==> config.mk <==
export PLATFORM = sky130hd
export DESIGN_NAME = irq_arbiter_core
export DESIGN_NICKNAME = d
export VERILOG_FILES = /design/src/rtl/irqc_pkg.sv /design/src/rtl/irqc_prio_pick.sv /design/src/rtl/irqc_ack_seq.sv /design/src/rtl/irqc_cmd_regs.sv /design/src/rtl/irq_arbiter_core.sv
export SDC_FILE = /design/constraint.sdc
export NUM_CORES = 1
export LEC_CHECK = 0
export BUFFER_PORTS_ARGS = -buffer_cell sky130_fd_sc_hd__buf_4
export CAP_MARGIN = 10
export CORE_MARGIN = 2
export CORE_UTILIZATION = 55
export CTS_BUF_LIST = sky130_fd_sc_hd__clkbuf_2 sky130_fd_sc_hd__clkbuf_4 sky130_fd_sc_hd__clkbuf_8
export CTS_CLUSTER_SIZE = 10
export DETAILED_ROUTE_END_ITERATION = 8
export PLACE_DENSITY = 0.79
export SYNTH_ARGS = -nofsm -noshare
export SYNTH_HDL_FRONTEND = slang
export SYNTH_HIERARCHICAL = 1
export SYNTH_SLANG_ARGS = --single-unit
==> constraint.sdc <==
create_clock -name clk -period 10.6 [get_ports clk]
set_input_delay 2.12 -clock clk [delete_from_list [all_inputs] [get_ports clk]]
set_output_delay 2.12 -clock clk [all_outputs]
set_load 0.005 [all_outputs]
==> src/rtl/irqc_pkg.sv <==
package irqc_pkg;

    localparam int NUM_IN = 8;
    localparam int IDX_W  = $clog2(NUM_IN);
    localparam int VEC_W  = 8;
    localparam int BASE_W = VEC_W - IDX_W;

    typedef enum logic [2:0] {
        OP_NONE   = 3'd0,
        OP_BASE   = 3'd1,
        OP_MASK   = 3'd2,
        OP_MODE   = 3'd3,
        OP_EOI_NS = 3'd4,
        OP_EOI_SP = 3'd5,
        OP_RDSEL  = 3'd6
    } op_e;

    typedef enum logic [1:0] {
        VIEW_IMR = 2'd0,
        VIEW_IRR = 2'd1,
        VIEW_ISR = 2'd2
    } view_e;

    typedef enum logic {
        PH_IDLE   = 1'b0,
        PH_SECOND = 1'b1
    } phase_e;

    typedef struct packed {
        logic aeoi;
        logic rotate;
    } mode_t;

    function automatic view_e decode_view(input logic [1:0] f);
        if (!f[1])     return VIEW_IMR;
        else if (f[0]) return VIEW_ISR;
        else           return VIEW_IRR;
    endfunction

endpackage

==> src/rtl/irqc_prio_pick.sv <==
module irqc_prio_pick #(
    parameter int N  = 8,
    parameter int IW = $clog2(N)
) (
    input  logic [N-1:0]  vec_i,
    input  logic [IW-1:0] low_i,
    output logic          any_o,
    output logic [IW-1:0] idx_o,
    output logic [IW:0]   rank_o
);
    // rank 0 sits just above the lowest-priority position low_i
    logic [IW-1:0] pos;

    always_comb begin
        any_o  = 1'b0;
        idx_o  = low_i;
        rank_o = (IW+1)'(N);
        pos    = '0;
        for (int k = N - 1; k >= 0; k--) begin
            pos = low_i + IW'(k + 1);
            if (vec_i[pos]) begin
                any_o  = 1'b1;
                idx_o  = pos;
                rank_o = (IW+1)'(k);
            end
        end
    end
endmodule

==> src/rtl/irqc_ack_seq.sv <==
module irqc_ack_seq
    import irqc_pkg::*;
#(
    parameter int IW = IDX_W
) (
    input  logic          clk,
    input  logic          rst,
    input  logic          ack_i,
    input  logic          grant_ok_i,
    input  logic [IW-1:0] grant_idx_i,
    output logic          first_o,
    output logic          second_o,
    output logic          busy_o,
    output logic          spur_o,
    output logic [IW-1:0] sel_o
);
    phase_e        phase_q;
    logic          spur_q;
    logic [IW-1:0] sel_q;

    assign first_o  = ack_i && (phase_q == PH_IDLE);
    assign second_o = ack_i && (phase_q == PH_SECOND);
    assign busy_o   = (phase_q == PH_SECOND);
    assign spur_o   = spur_q;
    assign sel_o    = sel_q;

    always_ff @(posedge clk) begin
        if (rst) begin
            phase_q <= PH_IDLE;
            spur_q  <= 1'b0;
            sel_q   <= '0;
        end else if (first_o) begin
            phase_q <= PH_SECOND;
            spur_q  <= !grant_ok_i;
            sel_q   <= grant_ok_i ? grant_idx_i : '1;
        end else if (second_o) begin
            phase_q <= PH_IDLE;
        end
    end
endmodule

==> src/rtl/irqc_cmd_regs.sv <==
module irqc_cmd_regs
    import irqc_pkg::*;
#(
    parameter int N  = NUM_IN,
    parameter int BW = BASE_W
) (
    input  logic          clk,
    input  logic          rst,
    input  logic [2:0]    op_i,
    input  logic [7:0]    data_i,
    output logic [BW-1:0] base_o,
    output logic [N-1:0]  imr_o,
    output mode_t         mode_o,
    output view_e         view_o
);
    always_ff @(posedge clk) begin
        if (rst) begin
            base_o <= '0;
            imr_o  <= '0;
            mode_o <= '0;
            view_o <= VIEW_IRR;
        end else begin
            unique case (op_e'(op_i))
                OP_BASE:  base_o <= data_i[7 -: BW];
                OP_MASK:  imr_o  <= data_i[N-1:0];
                OP_MODE: begin
                    mode_o.aeoi   <= data_i[0];
                    mode_o.rotate <= data_i[1];
                end
                OP_RDSEL: view_o <= decode_view(data_i[1:0]);
                default: ;
            endcase
        end
    end
endmodule

==> src/rtl/irq_arbiter_core.sv <==
module irq_arbiter_core
    import irqc_pkg::*;
#(
    parameter int N  = NUM_IN,
    parameter int IW = IDX_W,
    parameter int BW = BASE_W
) (
    input  logic         clk,
    input  logic         rst,
    input  logic [N-1:0] req_i,
    input  logic         ack_i,
    input  logic [2:0]   cmd_op_i,
    input  logic [7:0]   cmd_data_i,
    output logic         int_o,
    output logic [7:0]   vec_o,
    output logic         vec_oe_o,
    output logic [7:0]   rd_data_o
);
    logic [N-1:0]  irr_q, isr_q, imr_q, pend;
    logic [IW-1:0] low_q;
    logic [BW-1:0] base_q;
    mode_t         mode_q;
    view_e         view_q;

    logic          req_any, isr_any;
    logic [IW-1:0] req_idx, isr_idx;
    logic [IW:0]   req_rank, isr_rank;
    logic          grant_ok;

    logic          first, second, busy, spur;
    logic [IW-1:0] sel;

    logic [N-1:0]  set_v, clr_v;
    logic          rot_en;
    logic [IW-1:0] rot_idx;

    irqc_cmd_regs #(.N(N), .BW(BW)) u_regs (
        .clk(clk), .rst(rst), .op_i(cmd_op_i), .data_i(cmd_data_i),
        .base_o(base_q), .imr_o(imr_q), .mode_o(mode_q), .view_o(view_q)
    );

    assign pend = irr_q & ~imr_q;

    irqc_prio_pick #(.N(N), .IW(IW)) u_pick_req (
        .vec_i(pend), .low_i(low_q),
        .any_o(req_any), .idx_o(req_idx), .rank_o(req_rank)
    );

    irqc_prio_pick #(.N(N), .IW(IW)) u_pick_isr (
        .vec_i(isr_q), .low_i(low_q),
        .any_o(isr_any), .idx_o(isr_idx), .rank_o(isr_rank)
    );

    assign grant_ok = req_any && (req_rank < isr_rank);

    irqc_ack_seq #(.IW(IW)) u_ack (
        .clk(clk), .rst(rst), .ack_i(ack_i),
        .grant_ok_i(grant_ok), .grant_idx_i(req_idx),
        .first_o(first), .second_o(second), .busy_o(busy),
        .spur_o(spur), .sel_o(sel)
    );

    // in-service set and clear requests for this cycle
    always_comb begin
        set_v   = '0;
        clr_v   = '0;
        rot_en  = 1'b0;
        rot_idx = low_q;
        if (first && grant_ok)
            set_v[req_idx] = 1'b1;
        if (op_e'(cmd_op_i) == OP_EOI_NS && isr_any) begin
            clr_v[isr_idx] = 1'b1;
            rot_en         = 1'b1;
            rot_idx        = isr_idx;
        end else if (op_e'(cmd_op_i) == OP_EOI_SP) begin
            clr_v[cmd_data_i[IW-1:0]] = 1'b1;
            rot_en                    = 1'b1;
            rot_idx                   = cmd_data_i[IW-1:0];
        end
        if (second && mode_q.aeoi && !spur) begin
            clr_v[sel] = 1'b1;
            rot_en     = 1'b1;
            rot_idx    = sel;
        end
    end

    always_ff @(posedge clk) begin
        if (rst) begin
            irr_q <= '0;
            isr_q <= '0;
            low_q <= '1;
        end else begin
            irr_q <= req_i;
            isr_q <= (isr_q & ~clr_v) | set_v;
            if (!mode_q.rotate)
                low_q <= '1;
            else if (rot_en)
                low_q <= rot_idx;
        end
    end

    assign int_o    = grant_ok && !busy;
    assign vec_oe_o = second;
    assign vec_o    = second ? {base_q, sel} : '0;

    always_comb begin
        unique case (view_q)
            VIEW_IMR: rd_data_o = 8'(imr_q);
            VIEW_ISR: rd_data_o = 8'(isr_q);
            default:  rd_data_o = 8'(irr_q);
        endcase
    end
endmodule

# Yosys cells after proc, flatten, opt, wreduce, memory -nomap -nowiden
# Cells that the tools add are included.
totals:
  ff_bits: 41
  latchBits: 0
  ram_bits: 0
  mem_bits_ro: 0
  n_memories: 0
op_classes:
  add_sub_neg: 7
  multipliers: 0
  div_mod_pow: 0
  order_cmp: 17
  eq_ne: 7
  n_shift: 0
  n_mux: 103
  bitwise: 8
  n_reduce_logical: 20
op_table:
  columns: ["op", "count"]
  rows:
  - ["$mux 4", 16]
  - ["$mux 3", 18]
  - ["$bmux 1 s3", 16]
  - ["$lt 3x4->1 const B", 12]
  - ["$mux 1", 41]
  - ["$mux 8", 5]
  - ["$and 8x8->8", 2]
  - ["$not 8->8", 2]
  - ["$or 8x8->8", 2]
  - ["$pmux 8 s2", 1]
  - ["$add 3x3->3 const B", 4]
  - ["$demux 1 s3", 4]
  - ["$ge 3x1->1 const B", 4]
  - ["$logic_and 1x1->1", 12]
  - ["$eq 3x3->1 const B", 3]
  - ["$add 3x2->3 const B", 2]
  - ["$eq 3x2->1 const B", 2]
  - ["$lt 4x4->1", 1]
  - ["$mux 2", 2]
  - ["$add 3x1->3 const B", 1]
  - ["$eq 3x1->1 const B", 1]
  - ["$logic_not 1->1", 3]
  - ["$reduce_bool 3->1", 1]
  - ["$eq 2x2->1 const B", 1]
  - ["5 further kinds", 6]

# Longest topological paths before layout
# Gate-level depths: netlist of run 1.
logic_depth:
  word_depth: 20
  mapped_depth: 17

# Modules after synthesis
# Netlist of run 1, hierarchy kept.
modules_own_cells:
  columns: ["module", "instances", "cells_per_inst", "area_per_inst_um2", "seq_area_each_um2"]
  rows:
  - ["irqc_prio_pick", 2, 90, 769.5, 0.0]
  - ["irq_arbiter_core", 1, 175, 1362.6, 380.4]
  - ["irqc_cmd_regs", 1, 69, 645.6, 340.3]
  - ["irqc_ack_seq", 1, 22, 232.7, 100.1]

# Worst setup path after synthesis of run 1
# OpenSTA, ideal clock, no wires.
synth_timing:
  path_type: "reg2out"
  startpoint: "register low_q[1]"
  endpoint: "output int_o"
  arrival_time_ns: 3.311
  t_required_ns: 8.480
  slack_ns: 5.169
  stages_incl_launch_ff: 17
  cell_sequence: "dfxtp_1 buf_6 inv_1 ha_1 clkbuf_1 mux4_2 nand2b_1 a21boi_2 nand2_1 nor2b_1 and2_1 inv_1 ha_1 a21oi_1 and2_1 o21a_1 nor2b_1"
synth_between:
  elab_chain_len: 13
  word_cells_on_any_way: 66
  classes_between: "add/sub: 7; order compare: 1; mux: 56; reduce/logical: 2"
synth_lines:
  columns: ["element", "line_no", "source"]
  rows:
  - ["from (decl)", "irq_arbiter_core.sv:20", "logic [IW-1:0] low_q;"]
  - ["from (signal assigned)", "irq_arbiter_core.sv:98", "low_q <= rot_idx;"]
  - ["$add 3x3->3 or $bmux 1 s3 (tied branches)", "irqc_prio_pick.sv:20, irqc_prio_pick.sv:21", null]
  - ["$bmux 1 s3 or $mux 1 (tied branches)", "irqc_prio_pick.sv:21", "if (vec_i[pos]) begin"]
  - ["$mux 1 (not written as such) or $mux 4 (tied branches)", "irqc_prio_pick.sv:21", null]
  - ["$mux 4 (6 in a row)", "irqc_prio_pick.sv:21", null]
  - ["$mux 4 (*)", "irqc_prio_pick.sv:21", null]
  - ["net isr_rank[3]", "irq_arbiter_core.sv:27", "logic [IW:0] req_rank, isr_rank;"]
  - ["$lt 4x4->1 (*)", "irq_arbiter_core.sv:54", "assign grant_ok = req_any && (req_rank < isr_rank);"]
  - ["$logic_and 1x1->1 (*)", "irq_arbiter_core.sv:54", null]
  - ["net grant_ok", "irq_arbiter_core.sv:28", "logic grant_ok;"]
  - ["$logic_and 1x1->1 (*)", "irq_arbiter_core.sv:102", "assign int_o = grant_ok && !busy;"]
  - ["to (decl)", "irq_arbiter_core.sv:14", "output logic int_o,"]
# The timed path passes the listed nets; every way through them passes the cells marked *. The select of a mux whose other input is x is not followed.

# Final worst setup path of run 1
# Same ends and word-level chain as after synthesis.

==> out/qor.log, run 1 <==
qor: status.outcome completed
qor: yosys.yosys_warnings 6
qor: die.design.core.area 0.006719 sq mm
qor: clock_network.path_clk_slew 0.09 ns
qor: clock_network.cts_inserted_buffers 5
qor: setup_path.critPathRequiredTime 8.48 ns
qor: cells_and_area.num_antenna_cells 0
qor: setup_path.crit_fanout 16
qor: global_route.gr-usage-met2 42.82%
qor: yosys.synth_top_area_share 21.71%
qor: cells_and_area.final_nets 502
qor: setup_path.endpoint_kind output pin
qor: detailed_routing.avgRoutedWirePerCell 17.38 um
qor: yosys.synth_area 0.003780 sq mm
qor: global_route.vias_in_the_first_global_route 3,212
qor: clock_network.clock_insertion_delay_worst_skew 0.30 ns
qor: detailed_routing.ant_nets 0
qor: place.placed_cell_area 0.004043 sq mm
qor: yosys.synthTopCellsByArea sky130_fd_sc_hd__dfxtp_1 (22%), sky130_fd_sc_hd__mux2i_1 (7.7%), sky130_fd_sc_hd__nand2_1 (6.2%), sky130_fd_sc_hd__mux4_2 (6.0%), sky130_fd_sc_hd__nor2b_1 (4.6%)
qor: die.die_width 86.90 um
qor: clock_network.cts_hold_buffers 0
qor: yosys.post_synth.cell_area_avg 8.475 sq um
qor: power_and_ir_drop.power.share.switching 35.01%
qor: place.post-dp-hpwl 7177 um
qor: power_and_ir_drop.internal_power 0.2641 mW
qor: place.gpl.final_weighted_congestion 0.9436
qor: global_route.grt_use_total 26.16%
qor: clock_network.post_cts_resized 0
qor: yosys.synth_edf_count 0
qor: die.overall_die_area 0.007552 sq mm
qor: min_path.min-delay-path-class reg2reg
qor: power_and_ir_drop.power.clock.fraction 26.3%
qor: global_route.maximum_number_of_pins_on_one_net_before_global_route_repair 36
qor: cells_and_area.areaGrowthSynthToFinish 9.335%
qor: clock_network.h-tree-depth 2
qor: yosys.synth_fp_nets 475
qor: power_and_ir_drop.power.sequential.fraction 42.4%
qor: global_route.groute.layer.met1.usage 37.20%
qor: power_and_ir_drop.power_frac_comb 31.2%
qor: yosys.postSynth.topFlopCell sky130_fd_sc_hd__dfxtp_1
qor: die.floorplan.initialDensity 56.26%
qor: sta.setup_viol_count_final 0
qor: yosys.synth-seq-cells 41
qor: setup_path.critical_path.startpoint_type register
qor: detailed_routing.drc 0
qor: clock_network.post-cts-setup-buffers 0
qor: cells_and_area.layout-drive-gt1-share 20.04%
qor: sta.finalHoldViolations 0
qor: die.io_pins 40
qor: yosys.synthDistinctLibCells 61
qor: detailed_routing.first_pass_iters 5
qor: sta.worst_slew_pin_slew 0.8717 ns
qor: global_route.grt_overflow_total 0
qor: setup_path.criticalPathCategory reg2out
qor: power_and_ir_drop.pwr_density_cell 98.35 mW/mm^2
qor: global_route.met3_track_usage_gr 2.844%
qor: yosys.post_synth_inst_count 446
qor: die.die_height 86.90 um
qor: global_route.grt_most_used_layer met2
qor: sta.timing.max_slew.rel_slack 41.88%
qor: global_route.grt_pass1_wl 15,820 um
qor: clock_network.cts_tree built
qor: cells_and_area.ff_latch_area 820.8 sq um
qor: detailed_routing.route.vias.total 3,510
qor: clock_network.clockBufferDepth 2
qor: yosys.synth_async_sr_flop_share 0%
qor: power_and_ir_drop.total_leakage_power 1.647 nW
qor: sta.maxClockFrequency 154.9 MHz
qor: yosys.yosys.area.top_type sky130_fd_sc_hd__dfxtp_1
qor: place.io_buffers 39
qor: sta.post-route-min-period 6.454 ns
qor: setup_path.arrival 4.33 ns
qor: detailed_routing.avgViaCountPerCell 6.336
qor: sta.setup_tns 0 ns
qor: detailed_routing.number_of_drc_markers_in_iteration_0 265
qor: die.num_rows 30
qor: sta.layout_worst_path_cycle_share 60.89%
qor: cells_and_area.fill_cells 586
qor: sta.finClkSkew 0.007656 ns
qor: run.maxCapViolCount 0
qor: sta.finalMaxSlewViolations 0
qor: yosys.seq_area_frac_synth 21.71%
qor: clock_network.cts_num_sinks 41
qor: power_and_ir_drop.power.net_switching 0.1423 mW
qor: power_and_ir_drop.peakVddDrop 0.09295 mV
qor: cells_and_area.finalInstanceArea 0.004133 sq mm
qor: detailed_routing.drt-total-wl 9629 um
qor: sta.rsz0062_at_grt false
qor: cells_and_area.multi_input_area 0.002735 sq mm
qor: clock_network.clockRootBuffer sky130_fd_sc_hd__clkbuf_8
qor: global_route.antenna_violations_before_repair 0
==> worst max-delay path: stages (launching register included) <==
cell and delay [ns]:
sky130_fd_sc_hd__dfxtp_1 0.70, sky130_fd_sc_hd__buf_4 0.34, sky130_fd_sc_hd__inv_1 0.13, sky130_fd_sc_hd__ha_1 0.50, sky130_fd_sc_hd__mux4_2 0.41, sky130_fd_sc_hd__nand2b_1 0.13
sky130_fd_sc_hd__a21boi_2 0.25, sky130_fd_sc_hd__nand2_1 0.12, sky130_fd_sc_hd__nor2b_1 0.18, sky130_fd_sc_hd__and2_1 0.15, sky130_fd_sc_hd__inv_1 0.04, sky130_fd_sc_hd__ha_1 0.29
sky130_fd_sc_hd__a21oi_1 0.12, sky130_fd_sc_hd__and2_1 0.18, sky130_fd_sc_hd__o21a_1 0.22, sky130_fd_sc_hd__nor2b_1 0.15, sky130_fd_sc_hd__buf_4 0.12
==> cells in the mapped netlist (11+ instances only) <==
master and instances:
sky130_fd_sc_hd__nand3_1 11, sky130_fd_sc_hd__dfxtp_1 41, sky130_fd_sc_hd__nor2_1 17, sky130_fd_sc_hd__and2_1 15, sky130_fd_sc_hd__a21oi_1 24, sky130_fd_sc_hd__nand4_1 11, sky130_fd_sc_hd__o21ai_0 15, sky130_fd_sc_hd__nand2_1 62
sky130_fd_sc_hd__nor2b_1 28, sky130_fd_sc_hd__inv_1 18, sky130_fd_sc_hd__o211ai_1 13, sky130_fd_sc_hd__mux2i_1 29
==> sequential cells by signal, summed over array words and instances, names as in the netlist <==
name,flops
u_regs/base_o,5
u_regs/imr_o,8
u_ack/spur_o,1
u_ack/sel_o,3
u_ack/busy_o,1
u_regs/mode_o,2
u_regs/view_o,2
irr_q,8
isr_q,8
low_q,3
==> layer usage <==
metal / up-vias / routed length, um
met3: 10 / 654
met4: 0 / 133
met1: 1667 / 4364
met5: - / 0
met2: 148 / 4476
li1: 1685 / -
==> path summary, 6_finish.rpt <==
check / slack [ns] / start / cells after the start / to
worst max-delay path: 4.15 / low_q[1]$_SDFFE_PP1P_ / 16 / int_o
worst max register to register: 6.40 / low_q[1]$_SDFFE_PP1P_ / 16 / u_ack/sel_o[2]$_SDFFE_PP0P_
worst min register to register: 0.50 / u_regs/imr_o[0]$_SDFFE_PP0N_ / 2 / u_regs/imr_o[0]$_SDFFE_PP0N_
worst min-delay path: 0.50 / u_regs/imr_o[0]$_SDFFE_PP0N_ / 2 / u_regs/imr_o[0]$_SDFFE_PP0N_
==> metrics by stage <==
stage / util (%) / worst slack, ns / std cells / hold WS (ns) / power (mW)
2_1_floorplan: - / 5.169 / 446 / 0.4285 / 0.2609
4_1_cts: 61.51 / 4.233 / 554 / 0.4922 / 0.4045
6_report: 61.51 / 4.146 / 554 / 0.4974 / 0.4064
3_5_place_dp: 60.17 / 4.592 / 546 / 0.4708 / 0.2995
3_3_place_gp: 60.17 / 4.712 / 546 / 0.4601 / 0.2961
5_1_grt: 61.51 / 3.835 / 554 / 0.5178 / 0.4256
==> cell type report <==
type | instances | area share, %
Sequential cell | 41 | 19.86
Inverter | 19 | 1.726
Tap cell | 80 | 2.422
Multi-Input combinational cell | 364 | 66.18
Clock inverter | 3 | 0.5147
Clock buffer | 5 | 1.665
Timing Repair Buffer | 42 | 7.629
==> kinds of logic after synthesis <==
logic type               after synthesis  share of synthesized area [%]
AO/OA/AOI/OAI                         91                          15.79
XOR/XNOR                              10                          2.714
adder cells (fa/ha/maj)                7                          2.317
buffers and inverters                 41                          5.925
flip-flops                            41                          21.71
multiplexers                          57                          21.19
AND/OR/NAND/NOR                      199                          30.35
==> power by group through the flow <==
stage,registers [mW],clock network (mW),logic (mW)
2_1_floorplan,0.171,0,0.0897
3_3_place_gp,0.175,0,0.121
3_5_place_dp,0.176,0,0.124
4_1_cts,0.172,0.108,0.124
5_1_grt,0.174,0.114,0.138
6_report,0.172,0.107,0.127
==> cell usage in the layout (no fill, tap or decap), types with 3 or more instances in the layout <==
master and instances:
sky130_fd_sc_hd__and3_1 4, sky130_fd_sc_hd__a211oi_1 3, sky130_fd_sc_hd__nand4_1 11, sky130_fd_sc_hd__and2_1 15, sky130_fd_sc_hd__o21ai_2 4, sky130_fd_sc_hd__nor3b_1 5, sky130_fd_sc_hd__nand3_1 11, sky130_fd_sc_hd__buf_4 42
sky130_fd_sc_hd__a21oi_1 24, sky130_fd_sc_hd__dfxtp_1 41, sky130_fd_sc_hd__a22oi_1 4, sky130_fd_sc_hd__nand2_1 62, sky130_fd_sc_hd__inv_1 18, sky130_fd_sc_hd__nor2b_1 28, sky130_fd_sc_hd__xnor2_1 6, sky130_fd_sc_hd__nor2_1 17
sky130_fd_sc_hd__a31oi_1 6, sky130_fd_sc_hd__nand2b_1 10, sky130_fd_sc_hd__and4bb_1 3, sky130_fd_sc_hd__mux4_2 10, sky130_fd_sc_hd__nand4b_1 5, sky130_fd_sc_hd__or3_1 5, sky130_fd_sc_hd__nand3b_1 5, sky130_fd_sc_hd__mux2i_4 4
sky130_fd_sc_hd__o211ai_1 13, sky130_fd_sc_hd__mux2i_1 29, sky130_fd_sc_hd__o21ai_0 15, sky130_fd_sc_hd__nor4b_1 4, sky130_fd_sc_hd__o22ai_1 8, sky130_fd_sc_hd__ha_1 7, sky130_fd_sc_hd__clkbuf_8 5, sky130_fd_sc_hd__mux2_2 10
Power figures use the tool's default switching activity.
==> run 2, diff against run 1 <==
--- a/config.mk
+++ b/config.mk
@@ -5,6 +5,7 @@
 export SDC_FILE = /design/constraint.sdc
 export NUM_CORES = 1
 export LEC_CHECK = 0
+export ABC_AREA = 1
 export BUFFER_PORTS_ARGS = -buffer_cell sky130_fd_sc_hd__buf_4
 export CAP_MARGIN = 10
 export CORE_MARGIN = 2
==> constraint.sdc (replaced) <==
create_clock -name clk -period 6.6 [get_ports clk]
set_input_delay 1.32 -clock clk [delete_from_list [all_inputs] [get_ports clk]]
set_output_delay 1.32 -clock clk [all_outputs]
set_load 0.005 [all_outputs]
==> run 2 against run 1 <==
Effect of this change: first-iteration DRC count increased by 1.1%; setup slack got worse by 2.7 ns; via count is 23% higher; global-route usage increased by 1.9 points; synthesized cell count is 55% higher; die area is essentially flat; critical path type unchanged; largest power group is now combinational cells.
==> out/qor.log, run 2 <==
qor: detailed_routing.first_pass_iters 5 [unchanged]
qor: detailed_routing.avgViaCountPerCell 5.359 [-15%]
qor: die.overall_die_area 0.007549 sq mm [about the same]
qor: sta.finalMaxSlewViolations 0 [unchanged]
qor: die.die_height 86.89 um [about the same]
qor: cells_and_area.final_cell_mix sky130_fd_sc_hd__nand2_1 (209), sky130_fd_sc_hd__inv_1 (114), sky130_fd_sc_hd__nand3_1 (100), sky130_fd_sc_hd__nor2_1 (89), sky130_fd_sc_hd__dfxtp_1 (41)
qor: setup_path.timing.rr.start low_q[0]$_SDFFE_PP1P_
qor: sta.post-route-min-period 5.171 ns
qor: status.outcome completed
qor: clock_network.post-cts-setup-buffers 0 [unchanged]
qor: setup_path.critical_path.startpoint_type register
qor: cells_and_area.leading_cell_type_in_the_layout_fill_and_taps_excluded sky130_fd_sc_hd__nand2_1
qor: yosys.ys_top_cells_by_count sky130_fd_sc_hd__nand2_1 (209), sky130_fd_sc_hd__inv_1 (114), sky130_fd_sc_hd__nand3_1 (100)
qor: setup_path.crit_family simple AND/OR/NAND/NOR gates
qor: setup_path.worstPathBufferInverterCount 6 [+2]
qor: setup_path.cpPeakStageDelay 0.86 ns [+0.16 ns]
qor: sta.layout_worst_path_cycle_share 78.35%
qor: clock_network.cts_inserted_buffers 5 [unchanged]
qor: yosys.seq_area_frac_synth 21.72% [about the same]
qor: sta.rsz0062_at_grt false
qor: setup_path.path_cells inv_4 -> ha_1 -> inv_1 -> nand3_1 -> nand3_1 -> nand2_2 -> nor2_2 -> inv_1 -> nor3_2 -> inv_2 -> nor2_2 -> inv_1 -> ha_1 -> nand2_1 -> nand2_1 -> nor2_2 -> nand2_1 -> nor2_1 -> buf_4
qor: clock_network.clockRootBuffer sky130_fd_sc_hd__clkbuf_8
qor: clock_network.path_clk_slew 0.08 ns [about the same]
qor: setup_path.critical-path-slowest-cell sky130_fd_sc_hd__dfxtp_1
qor: power_and_ir_drop.total_leakage_power 2.377 nW [+44%]
qor: global_route.vias_in_the_first_global_route 3,890 [+21%]
qor: cells_and_area.ff_latch_area 820.8 sq um [unchanged]
qor: place.placed_cell_area 0.004096 sq mm [+1.3%]
qor: place.post-dp-hpwl 8134 um [+13%]
qor: yosys.synth_top_area_share 21.72% [about the same]
qor: cells_and_area.num_antenna_cells 0 [unchanged]
qor: cells_and_area.layout-drive-gt1-share 14.56% [-5.5 points]
qor: yosys.synthDistinctLibCells 30 [-51%]
qor: power_and_ir_drop.pwr_density_cell 194.5 mW/mm^2 [+98%]
qor: run.maxCapViolCount 0 [unchanged]
qor: sta.setup_viol_count_final 0 [unchanged]
qor: setup_path.arrival 3.85 ns [-0.48 ns]
qor: global_route.maximum_number_of_pins_on_one_net_before_global_route_repair 24 [-33%]
qor: detailed_routing.drc 0 [unchanged]
qor: power_and_ir_drop.peakVddDrop 0.1559 mV [+68%]
qor: detailed_routing.avgRoutedWirePerCell 12.62 um [-27%]
qor: min_path.min-delay-path-class reg2reg
qor: setup_path.endpoint_kind output pin
qor: sta.worst_slew_pin_slew 0.8518 ns [-0.01992 ns]
qor: die.design.core.area 0.006719 sq mm [unchanged]
qor: yosys.yosys_warnings 6 [unchanged]
qor: place.io_buffers 39 [unchanged]
qor: die.num_rows 30 [unchanged]
qor: die.floorplan.initialDensity 56.24% [about the same]
qor: detailed_routing.ant_nets 0 [unchanged]
qor: cells_and_area.finalInstanceArea 0.004212 sq mm [+1.9%]
qor: setup_path.crit_fanout 23 [+7]
qor: min_path.worst_hold_startpoint u_regs/base_o[1]$_SDFFE_PP0N_
qor: cells_and_area.layout_top_registers irr_q: 8 flops, isr_q: 8 flops, u_regs/imr_o: 8 flops
qor: sta.finalHoldViolations 0 [unchanged]
qor: yosys.post_synth.cell_area_avg 5.460 sq um [-36%]
qor: die.die_width 86.89 um [about the same]
qor: yosys.synth_area 0.003779 sq mm [about the same]
qor: yosys.synthTopCellsByArea sky130_fd_sc_hd__dfxtp_1 (22%), sky130_fd_sc_hd__nand2_1 (21%), sky130_fd_sc_hd__nand3_1 (13%), sky130_fd_sc_hd__inv_1 (11%), sky130_fd_sc_hd__nor2_1 (8.8%)
qor: sta.maxClockFrequency 193.4 MHz
qor: yosys.synth_fp_nets 721 [+52%]
qor: clock_network.post_cts_resized 0 [unchanged]
qor: yosys.synth_most_common_cell sky130_fd_sc_hd__nand2_1
qor: cells_and_area.areaGrowthSynthToFinish 11.46%
qor: sta.setup_tns 0 ns [unchanged]
qor: setup_path.criticalPathCategory reg2out
qor: power_and_ir_drop.total_power 0.8190 mW [+100%]
qor: clock_network.clockBufferDepth 2 [unchanged]
qor: yosys.postSynth.topFlopCell sky130_fd_sc_hd__dfxtp_1
qor: cells_and_area.fill_cells 655 [+12%]
qor: yosys.synth_async_sr_flop_share 0% [unchanged]
qor: global_route.grt_overflow_total 0 [unchanged]
qor: sta.timing.max_slew.rel_slack 43.14% [+1.3 points]
qor: cells_and_area.multi_input_area 0.002362 sq mm [-14%]
qor: detailed_routing.drt-total-wl 10,190 um [+5.9%]
qor: clock_network.h-tree-depth 2 [unchanged]
qor: yosys.synth_edf_count 0 [unchanged]
qor: sta.finClkSkew 0.007253 ns [-0.0004024 ns]
qor: setup_path.critPathLaunch low_q[0]$_SDFFE_PP1P_
qor: clock_network.cts_tree built
qor: cells_and_area.final_nets 756 [+51%]
qor: clock_network.cts_hold_buffers 0 [unchanged]
qor: clock_network.clock_insertion_delay_worst_skew 0.30 ns [about the same]
qor: yosys.post_synth_inst_count 692 [+55%]
qor: detailed_routing.number_of_drc_markers_in_iteration_0 268 [+1.1%]
qor: yosys.synth-seq-cells 41 [unchanged]
qor: place.gpl.final_weighted_congestion 0.9936 [+5.3%]
qor: global_route.grt_pass1_wl 17,130 um [+8.3%]
qor: detailed_routing.route.vias.total 4,330 [+23%]
qor: global_route.antenna_violations_before_repair 0 [unchanged]
qor: die.io_pins 40 [unchanged]
qor: global_route.grt_use_total 28.02% [+1.9 points]
qor: yosys.yosys.area.top_type sky130_fd_sc_hd__dfxtp_1
qor: setup_path.critPathRequiredTime 5.28 ns [-3.20 ns]
qor: clock_network.cts_num_sinks 41 [unchanged]
==> run 2: changes by cell type after synthesis, moves of 11 or more <==
cell,previous run,this run
sky130_fd_sc_hd__nand3_1,11,100
sky130_fd_sc_hd__nand2_1,62,209
sky130_fd_sc_hd__and2_1,15,0
sky130_fd_sc_hd__o211ai_1,13,0
sky130_fd_sc_hd__nand2_2,0,13
sky130_fd_sc_hd__o21ai_0,15,3
sky130_fd_sc_hd__inv_1,18,114
sky130_fd_sc_hd__inv_2,0,17
sky130_fd_sc_hd__nor2_1,17,89
sky130_fd_sc_hd__nor2_2,0,11
sky130_fd_sc_hd__nor2b_1,28,0
sky130_fd_sc_hd__mux2i_1,29,0
==> run 2: tightest hold or removal path: cells and delay by family (launching register included) <==
family / cells / cell delay [ns]
flip-flops: 1 / 0.32
buffers and inverters: 1 / 0.04
AND/OR/NAND/NOR: 3 / 0.13
==> run 2: cells by family after synthesis <==
kind of cell,after synthesis,synth area share (%)
AND/OR/NAND/NOR,461,54.83
XOR/XNOR,4,0.9271
flip-flops,41,21.72
buffers and inverters,147,15.76
adder cells (fa/ha/maj),7,2.318
AO/OA/AOI/OAI,32,4.437
==> run 2: cell type report <==
cell class | instances | area share (%)
clock inverter | 2 | 0.9210
tap | 80 | 2.377
multi-input combinational | 504 | 56.09
inverter | 136 | 12.36
timing repair buffer | 39 | 6.952
sequential | 41 | 19.49
clock buffer | 6 | 1.812
==> run 2: stage by stage <==
step | std cells | util [%] | hold WS [ns] | setup slack [ns]
after floorplan | 692 | - | 0.4367 | 2.589
after detailed placement | 800 | 60.97 | 0.5110 | 1.815
after CTS | 808 | 62.68 | 0.5253 | 1.464
after global placement | 800 | 60.97 | 0.4988 | 1.971
final | 808 | 62.68 | 0.5246 | 1.429
after global routing | 808 | 62.68 | 0.5589 | 1.055
==> run 2: worst paths after layout <==
check,cells after the start,slack (ns),endpoint
hold / removal,4,0.52,u_regs/base_o[1]$_SDFFE_PP0N_
setup reg to reg,21,2.77,u_ack/sel_o[2]$_SDFFE_PP0P_
setup / recovery,19,1.43,int_o
hold reg to reg,4,0.52,u_regs/base_o[1]$_SDFFE_PP0N_
==> run 2: power by group <==
group	switching [mW]	internal [mW]
combinational	0.216	0.109
sequential	0.0206	0.264
clock	0.0920	0.118
total	0.329	0.490
==> run 2: routing by layer <==
layer	share of wire, %	track usage [%]
met1	44	35.45
met2	48	49.06
met3	5.4	3.223
met4	3.0	9.659
met5	0	0
==> run 3, diff against run 2 <==
--- a/config.mk
+++ b/config.mk
@@ -13,7 +13,7 @@
 export CTS_BUF_LIST = sky130_fd_sc_hd__clkbuf_2 sky130_fd_sc_hd__clkbuf_4 sky130_fd_sc_hd__clkbuf_8
 export CTS_CLUSTER_SIZE = 10
 export DETAILED_ROUTE_END_ITERATION = 8
-export PLACE_DENSITY = 0.79
+export PLACE_DENSITY = 0.82
 export SYNTH_ARGS = -nofsm -noshare
 export SYNTH_HDL_FRONTEND = slang
 export SYNTH_HIERARCHICAL = 1
==> constraint.sdc (replaced) <==
create_clock -name clk -period 4.5 [get_ports clk]
set_input_delay 0.9 -clock clk [delete_from_list [all_inputs] [get_ports clk]]
set_output_delay 0.9 -clock clk [all_outputs]
set_load 0.005 [all_outputs]
==> run 3 against run 2 <==
Effect of this change: core utilization grew 0.15 points; wire length is 2.0% lower; clock-buffer cell count unchanged; clock skew rose by 0.0011 ns; critical endpoint unchanged; largest power group unchanged.
==> out/qor.log, run 3 (synthesized netlist as in run 2, its figures left out) <==
qor: status.outcome completed
qor: clock_network.clock_insertion_delay_worst_skew 0.30 ns [about the same]
qor: sta.finalMaxSlewViolations 0 [unchanged]
qor: global_route.grt_pass1_wl 17,110 um [-0.16%]
qor: die.io_pins 40 [unchanged]
qor: clock_network.path_clk_slew 0.08 ns [about the same]
qor: cells_and_area.final_core_utilization 62.83% [+0.15 points]
qor: setup_path.reg2regPathDepth 21 [unchanged]
qor: place.gpl.final_weighted_congestion 0.9666 [-2.7%]
qor: sta.finalHoldViolations 0 [unchanged]
qor: sta.postLayoutSetupSlackWorst 0.3137 ns [-1.115 ns]
qor: min_path.min-delay-path-class reg2reg
qor: setup_path.endpoint_kind output pin
qor: place.placed_cell_area 0.004126 sq mm [+0.73%]
qor: setup_path.crit_fanout 10 [-57%]
qor: clock_network.cts_num_sinks 41 [unchanged]
qor: cells_and_area.fill_cells 660 [+0.76%]
qor: clock_network.clockBufferDepth 2 [unchanged]
qor: die.design.core.area 0.006719 sq mm [unchanged]
qor: place.placement.setup.worst_slack 0.4918 ns [-1.323 ns]
qor: place.io_buffers 39 [unchanged]
qor: detailed_routing.avgViaCountPerCell 5.246 [-2.1%]
qor: setup_path.criticalPathCategory reg2out
qor: detailed_routing.drc 0 [unchanged]
qor: sta.worst_slew_pin_slew 0.5743 ns [-0.2775 ns]
qor: clock_network.cts_hold_buffers 0 [unchanged]
qor: sta.setup_tns 0 ns [unchanged]
qor: detailed_routing.first_pass_iters 5 [unchanged]
qor: die.floorplan.initialDensity 56.24% [unchanged]
qor: cells_and_area.layout_top_registers irr_q: 8 flops, isr_q: 8 flops, u_regs/imr_o: 8 flops
qor: detailed_routing.avgRoutedWirePerCell 12.31 um [-2.5%]
qor: cells_and_area.finalInstanceArea 0.004222 sq mm [+0.24%]
qor: global_route.vias_in_the_first_global_route 3,906 [+0.41%]
qor: min_path.whs_path_depth 4 [unchanged]
qor: cells_and_area.stdcell_count 812 [+0.50%]
qor: global_route.antenna_violations_before_repair 0 [unchanged]
qor: cells_and_area.layout-drive-gt1-share 15.30% [+0.74 points]
qor: clock_network.cts_tree built
qor: global_route.grt_use_total 27.80% [-0.22 points]
qor: setup_path.cpPeakStageDelay 0.40 ns [-0.46 ns]
qor: clock_network.h-tree-depth 2 [unchanged]
qor: detailed_routing.number_of_drc_markers_in_iteration_0 260 [-3.0%]
qor: cells_and_area.final_nets 760 [+0.53%]
qor: power_and_ir_drop.pwr_density_cell 271.4 mW/mm^2 [+40%]
qor: power_and_ir_drop.peakVddDrop 0.2694 mV [+73%]
qor: die.num_rows 30 [unchanged]
qor: cells_and_area.num_antenna_cells 0 [unchanged]
qor: power_and_ir_drop.total_leakage_power 2.376 nW [about the same]
qor: setup_path.critical-path-slowest-cell sky130_fd_sc_hd__dfxtp_1
qor: detailed_routing.ant_nets 0 [unchanged]
qor: place.post-dp-hpwl 7951 um [-2.3%]
qor: sta.layout_worst_path_cycle_share 93.03%
qor: setup_path.path_cells buf_4 -> inv_4 -> ha_1 -> inv_1 -> nand3_1 -> nand3_1 -> nand2_2 -> nor2_2 -> inv_1 -> nor3_2 -> inv_2 -> nor2_2 -> ha_1 -> nand2_1 -> nand2_1 -> nor2_2 -> nand2_1 -> nor2_1 -> buf_4
qor: cells_and_area.leading_cell_type_in_the_layout_fill_and_taps_excluded sky130_fd_sc_hd__nand2_1
qor: detailed_routing.drt-total-wl 9992 um [-2.0%]
qor: global_route.grt_overflow_total 0 [unchanged]
qor: cells_and_area.final_cell_mix sky130_fd_sc_hd__nand2_1 (208), sky130_fd_sc_hd__inv_1 (114), sky130_fd_sc_hd__nand3_1 (100), sky130_fd_sc_hd__nor2_1 (89), sky130_fd_sc_hd__buf_4 (43)
qor: clock_network.clockRootBuffer sky130_fd_sc_hd__clkbuf_8
qor: setup_path.critical_path.startpoint_type register
qor: die.die_height 86.89 um [unchanged]
qor: die.die_width 86.89 um [unchanged]
qor: die.overall_die_area 0.007549 sq mm [unchanged]
qor: global_route.maximum_number_of_pins_on_one_net_before_global_route_repair 20 [-17%]
qor: cells_and_area.areaGrowthSynthToFinish 11.72%
qor: setup_path.critPathRequiredTime 3.60 ns [-1.68 ns]
qor: sta.post-route-min-period 4.186 ns
qor: sta.maxClockFrequency 238.9 MHz
qor: setup_path.arrival 3.29 ns [-0.56 ns]
qor: clock_network.cts_inserted_buffers 5 [unchanged]
qor: place.numPlacedInstances 804 [+0.50%]
qor: sta.finClkSkew 0.008314 ns [+0.001061 ns]
qor: run.maxCapViolCount 0 [unchanged]
qor: sta.timing.max_slew.rel_slack 61.57% [+18 points]
qor: detailed_routing.route.vias.total 4,260 [-1.6%]
qor: sta.setup_viol_count_final 0 [unchanged]
qor: sta.rsz0062_at_grt false
[run 3: cell count changes in the layout (fill, tap and decap cells not counted)]
| cell | previous run | this run |
|---|---|---|
| sky130_fd_sc_hd__buf_4 | 39 | 43 |
| sky130_fd_sc_hd__clkinvlp_4 | 0 | 2 |
| sky130_fd_sc_hd__bufinv_16 | 1 | 0 |
| sky130_fd_sc_hd__clkinv_4 | 1 | 0 |
| sky130_fd_sc_hd__dfxtp_1 | 41 | 40 |
| sky130_fd_sc_hd__dfxtp_2 | 0 | 1 |
| sky130_fd_sc_hd__nand2_1 | 209 | 208 |
| sky130_fd_sc_hd__nand2_2 | 13 | 14 |
[run 3: critical path, delay by kind of cell (launching register included)]
| kind | cells | cell delay (ns) |
|---|---|---|
| and+or+nand+nor | 11 | 1.26 |
| DFF | 1 | 0.40 |
| buffers and inverters | 6 | 0.71 |
| adders and majority gates | 2 | 0.63 |
[run 3: per-stage QoR]
step | hold slack, ns | power, mW
after floorplan | 0.4367 | 0.7637
after global placement | 0.4962 | 0.8850
after detailed placement | 0.5130 | 0.8927
after CTS | 0.5262 | 1.139
after global routing | 0.5651 | 1.227
final | 0.5199 | 1.146
[run 3: path summary, 6_finish.rpt]
kind	slack, ns	from	end
hold / removal	0.52	u_regs/base_o[0]$_SDFFE_PP0N_	u_regs/base_o[0]$_SDFFE_PP0N_
setup reg to reg	1.26	low_q[1]$_SDFFE_PP1P_	u_ack/sel_o[0]$_SDFFE_PP0P_
setup / recovery	0.31	low_q[1]$_SDFFE_PP1P_	int_o
hold reg to reg	0.52	u_regs/base_o[0]$_SDFFE_PP0N_	u_regs/base_o[0]$_SDFFE_PP0N_
[run 3: area by class of cell]
class | instances | area (sq um) | share of cell area, %
clock buffer | 6 | 76.32 | 1.808
clock inverter | 2 | 15.01 | 0.3557
inverter | 136 | 520.5 | 12.33
multi-input combinational | 504 | 2365 | 56.02
sequential | 41 | 822.0 | 19.47
tap | 80 | 100.1 | 2.371
timing repair buffer | 43 | 322.8 | 7.647
[run 3: what timing repair did]
item | CTS | global route
gates resized for setup | 0 | 2
endpoints found under the hold margin | 0 | 0
setup buffers | 0 | 0
endpoints found under the setup margin | 0 | 1
[run 3: metal layers]
layer,GRT usage (%),part of all wire [%]
met5,0,0
met4,6.818,1.0
met3,4.265,6.5
met2,47.81,48
met1,36.41,45
[run 3: power by group]
part	leakage [nW]	internal, mW	switching, mW	total (mW)
clock	0.0408	0.115	0.131	0.247
combinational	2.00	0.165	0.318	0.483
sequential	0.336	0.387	0.0287	0.416
